===== src/rtl/fifo_trig_irq.sv =====
module fifo_trig_irq #(
  parameter int CW = 9
) (
  input  logic          clk,
  input  logic          rst_n,
  input  logic [CW-1:0] rx_count,
  input  logic [CW-1:0] tx_count,
  input  logic          enh_en,
  input  logic          ctl_we,
  input  logic [7:0]    ctl_wdata,
  input  logic          rx_tbl_we,
  input  logic [1:0]    rx_tbl_sel,
  input  logic          tx_tbl_we,
  input  logic [1:0]    tx_tbl_sel,
  output logic          rx_irq,
  output logic          tx_irq
);

  logic [1:0] rx_code, tx_code, tbl;
  logic       filled;

  function automatic logic [CW-1:0] level(input logic [1:0] t, input logic [1:0] c);
    logic [5:0] v;
    case ({t, c})
      4'h0: v = 6'd1;   4'h1: v = 6'd4;   4'h2: v = 6'd8;   4'h3: v = 6'd14;
      4'h4: v = 6'd8;   4'h5: v = 6'd16;  4'h6: v = 6'd24;  4'h7: v = 6'd28;
      4'h8: v = 6'd8;   4'h9: v = 6'd16;  4'hA: v = 6'd56;  4'hB: v = 6'd60;
      4'hC: v = 6'd8;   4'hD: v = 6'd16;  4'hE: v = 6'd32;  default: v = 6'd56;
    endcase
    return CW'(v);
  endfunction

  wire [CW-1:0] rx_lvl = level(tbl, rx_code);
  wire [CW-1:0] tx_lvl = level(tbl, tx_code);
  wire          tx_at  = tx_count >= tx_lvl;

  always_ff @(posedge clk or negedge rst_n) begin
    if (!rst_n) begin
      rx_code <= '0;
      tx_code <= '0;
      tbl     <= '0;
    end else begin
      if (ctl_we) rx_code <= ctl_wdata[7:6];
      if (ctl_we && enh_en) tx_code <= ctl_wdata[5:4];
      if (tx_tbl_we)      tbl <= tx_tbl_sel;
      else if (rx_tbl_we) tbl <= rx_tbl_sel;
    end
  end

  always_ff @(posedge clk or negedge rst_n) begin
    if (!rst_n) begin
      rx_irq <= 1'b0;
      tx_irq <= 1'b0;
      filled <= 1'b0;
    end else begin
      rx_irq <= rx_count >= rx_lvl;
      if (tx_at) begin
        tx_irq <= 1'b0;
        filled <= 1'b1;
      end else if (filled) begin
        tx_irq <= 1'b1;
        filled <= 1'b0;
      end else if (tx_count == '0) begin
        tx_irq <= 1'b1;
      end
    end
  end

  a_r1_reset_quiet: assert property (@(posedge clk) !rst_n |-> (!rx_irq && !tx_irq));

  a_r2_rx_empty_low: assert property (@(posedge clk) disable iff (!rst_n)
    ($past(rst_n) && $past(rx_count) == '0) |-> !rx_irq);

  a_r2_rx_full_high: assert property (@(posedge clk) disable iff (!rst_n)
    ($past(rst_n) && $past(rx_count) >= CW'(60)) |-> rx_irq);

  a_r4_tx_code_locked: assert property (@(posedge clk) disable iff (!rst_n)
    (ctl_we && !enh_en) |=> $stable(tx_code));

  a_r5_tx_side_wins: assert property (@(posedge clk) disable iff (!rst_n)
    (rx_tbl_we && tx_tbl_we) |=> tbl == $past(tx_tbl_sel));

  a_r6_tx_full_low: assert property (@(posedge clk) disable iff (!rst_n)
    ($past(rst_n) && $past(tx_count) >= CW'(60)) |-> !tx_irq);

  a_r7_tx_empty_high: assert property (@(posedge clk) disable iff (!rst_n)
    ($past(rst_n) && $past(tx_count) == '0) |-> tx_irq);

endmodule


===== config.mk =====
export PLATFORM = sky130hd
export DESIGN_NAME = fifo_trig_irq
export DESIGN_NICKNAME = d
export VERILOG_FILES = /design/src/rtl/fifo_trig_irq.sv
export SDC_FILE = /design/constraint.sdc
export NUM_CORES = 1
export LEC_CHECK = 0
export CAP_MARGIN = 40
export CORE_MARGIN = 2
export CORE_UTILIZATION = 35
export CTS_BUF_LIST = sky130_fd_sc_hd__clkbuf_4
export DETAILED_ROUTE_END_ITERATION = 10
export DONT_BUFFER_PORTS = 1
export PLACE_DENSITY_LB_ADDON = 0.3
export SLEW_MARGIN = 40
export SYNTH_ARGS = -nofsm -noshare
export SYNTH_HDL_FRONTEND = slang
export SYNTH_SLANG_ARGS = --single-unit

===== constraint.sdc =====
create_clock -name clk -period 2 [get_ports clk]
set_clock_uncertainty 0.05 [all_clocks]
set_input_delay 0.2 -clock clk [delete_from_list [all_inputs] [get_ports clk]]
set_output_delay 0.2 -clock clk [all_outputs]
set_load 0.03 [all_outputs]

==> impl_metrics.csv <==
group,metric,value,unit
global_routing,grt_max_degree,12,
power,leakagePower,0.539,nW
layout,drive_above_1_share,37.2,%
min_path,min_from,"ctl_we",
timing,fin_crit_sh,97.7,%
detailed_routing,drt_first_pass_iters,4,
floorplan,fp.dieH,54.7,um
place,place_congestion,0.732,
floorplan,start_util,36.7,%
setup_path,cp_slowest_cell,"dfrtp_2",
power,ir_worst_vdd,0.424,mV
synth,ys_types,27,
detailed_routing,drt_wl_total,1740,um
cts,cts_buffers,3,
cts,cts-root-buf,"clkbuf_4",
cts,h-tree-depth,1,
setup_path,path_buf_inv,1,
floorplan,die_w,54.7,um
floorplan,io-pin-count,38,
floorplan,dieArea,0.00300,sq mm
synth,synth_seq_area_share,25.0,%
detailed_routing,drt_iter0_drc,5,
synth,synth_top_cell_by_area,"ha_1",
setup_path,critical_path.top_delay_family,"compound AO/OA/AOI/OAI gates",
job,drv_cap,0,
timing,max_freq,512,MHz
global_routing,grt_overflow,0,
cts,cts_tree,"done",
place,place_hpwl,1500,um
setup_path,worstSetupPathType,"flip-flop to flip-flop",
synth,yosys-top-cells-area,"ha_1 28%, dfrtp_1 25%, mux2i_1 7.8%, o21ai_0 5.0%, nand2_1 5.0%",
power,power,0.641,mW
setup_path,cp_slowest_stage_delay,0.44,ns
detailed_routing,drt-met1-wl,744,um
floorplan,core,0.00245,sq mm
setup_path,r2r-start,"tx_code[0]",
timing,fin_crit,1.95,ns
global_routing,antenna_found_initial,0,
place,port_buffers,0,
timing,slew_viol_final,0,
global_routing,grt_pass1_vias,802,
layout,nNetsFinal,178,
detailed_routing,viasPerCell,5.07,
run_status,status,"finished clean",
detailed_routing,wl_per_cell,11.5,um
detailed_routing,top_layer,"met4",
detailed_routing,drc,0,
global_routing,grt_usage,14.0,%
synth,netlist_area,901,sq um
synth,synthCells,100,
setup_path,worstPathArrival,2.09,ns
floorplan,rows,18,
detailed_routing,dr_wl_met2,932,um
global_routing,grt_pass1_wl,3030,um
min_path,min_path_type,"input pin to flip-flop",
cts,clockBufferDepth,2,
detailed_routing,detail-route-antenna-nets,0,
power,power_density,545,mW/mm^2
synth,ys_warn_count,0,
cts,clk_pin_slew,0.06,ns
setup_path,crit_fanout,5,
timing,hold_viol,0,
cts,clock-sinks,9,
timing,rsz0062_at_grt,"yes",
synth,syn_nets,156,
setup_path,start_kind,"flip-flop",
cts,clk_latency,0.25,ns
setup_path,startpoint,"tx_code[0]",
timing,finalSetupViolCount,0,
layout,antenna_cells,0,
setup_path,r2r_slack,0.05,ns
timing,worst_pin_slew,0.377,ns
detailed_routing,vias,766,
setup_path,endpoint_kind,"flip-flop",
synth,synth_top_area_share,27.8,%
synth,synth.avg_cell_area,9.01,sq um
layout,syn2layout_area_growth,30.4,%
detailed_routing,route.met3.wl,49,um
setup_path,worst_ep_required_time,2.14,ns
timing,relSlewSlack,74.8,%
synth,ys_ff_latch,9,
setup_path,cp_cell_sequence,"buf_4 > ha_2 > mux2_2 > nand2_1 > o21ai_1 > ha_2 > a21oi_2 > o21ai_1 > a41o_1 > nor2_2",
timing,tns,0,ns
-- per-stage QoR --
step                      std cells  hold WS (ns)  utilization [%]  setup WS (ns)  area [sq um]
after floorplan                 100        -0.146                -         0.0172           903
after global placement          140        -0.145             41.6        -0.0204          1020
after detailed placement        140        -0.145             41.6        -0.0564          1020
after CTS                       149       0.00787             45.0       -0.00135          1100
after global routing            151        0.0154             47.9        -0.0871          1170
final                           151        0.0188             47.9         0.0462          1170
-- kinds of logic (layout without fill, tap and decap cells) --
family / Yosys count / count (layout) / share of synthesized area, %
AOI/OAI and AO/OA: 22 / 22 / 15.3
adders and majority gates: 20 / 20 / 27.8
buffers and inverters: 10 / 31 / 4.30
DFF: 9 / 9 / 25.0
muxes: 10 / 10 / 11.5
and+or+nand+nor: 29 / 29 / 16.1
-- metal layers --
| metal | GRT usage [%] | vias to the layer above |
|---|---|---|
| met5 | 0 | - |
| met4 | 7.50 | 0 |
| met3 | 1.64 | 2 |
| met2 | 24.4 | 19 |
| met1 | 16.6 | 352 |
| li1 | - | 393 |
-- cell usage after synthesis (all sizes together) --
cell,number
a2111oi,1
a211oi,1
a21o,1
a21oi,5
a31oi,2
a41o,1
and2,2
buf,1
clkbuf,1
dfrtp,9
ha,20
inv,8
mux2,3
mux2i,7
nand2,12
nand2b,2
nor2,7
nor2b,1
nor3,2
nor4,1
o21a,1
o21ai,9
o21bai,1
or4,2
-- worst reg2reg max path, stage by stage, from the launching register on --
cell and delay, ns:
dfrtp_2 0.44, buf_4 0.14, ha_2 0.17, mux2_2 0.26, nand2_1 0.07, o21ai_1 0.06
ha_2 0.17, a21oi_2 0.13, o21ai_1 0.07, a41o_1 0.25, nor2_2 0.08
-- flip-flops by register name, indices dropped and copies added (netlist names) --
name     cells
filled       1
rx_code      2
rx_irq       1
tbl          2
tx_code      2
tx_irq       1
-- power by group --
group / internal [mW] / switching [mW] / total [mW]
sequential: 0.199 / 0.0271 / 0.226
clock: 0.0898 / 0.0543 / 0.144
combinational: 0.148 / 0.122 / 0.270
-- cells in the final DEF, fill, tap and decap left out, drive strengths merged --
cell type    count
o21bai           1
a21o             1
a41o             1
a211oi           1
a21oi            5
o21ai            9
nor3             2
buf             16
nor2             7
mux2             3
ha              20
or4              2
dfrtp            9
o21a             1
and2             2
a2111oi          1
inv              8
nor4             1
nand2b           2
nand2           12
clkbuf           4
dlygate4sd3      3
mux2i            7
nor2b            1
a31oi            2
-- timing repair --
| item | CTS | global route |
|---|---|---|
| endpoints found under the hold margin | 13 | 0 |
| setup endpoints to repair | 3 | 3 |
| setup buffers | 2 | 2 |
| hold buffers | 3 | 0 |
| pin swaps | 4 | 10 |
| gates resized for setup | 7 | 15 |
-- final timing paths --
kind,cells past startpoint,to
setup / recovery,10,tx_irq
hold / removal,2,rx_code[1]
setup reg to reg,10,tx_irq
hold reg to reg,2,tx_irq
max in group asynchronous,1,tx_code[0]
min in group asynchronous,1,tbl[0]
-- final cells by class --
| cell class | count | area, sq um |
|---|---|---|
| repair buffers | 19 | 150 |
| inverters | 8 | 30.0 |
| multi-input cells | 81 | 699 |
| clock buffers | 4 | 30.0 |
| fillers | 232 | 1280 |
| well taps | 30 | 37.5 |
| flip-flops and latches | 9 | 228 |
No activity file was read; power rests on OpenSTA's default activity.
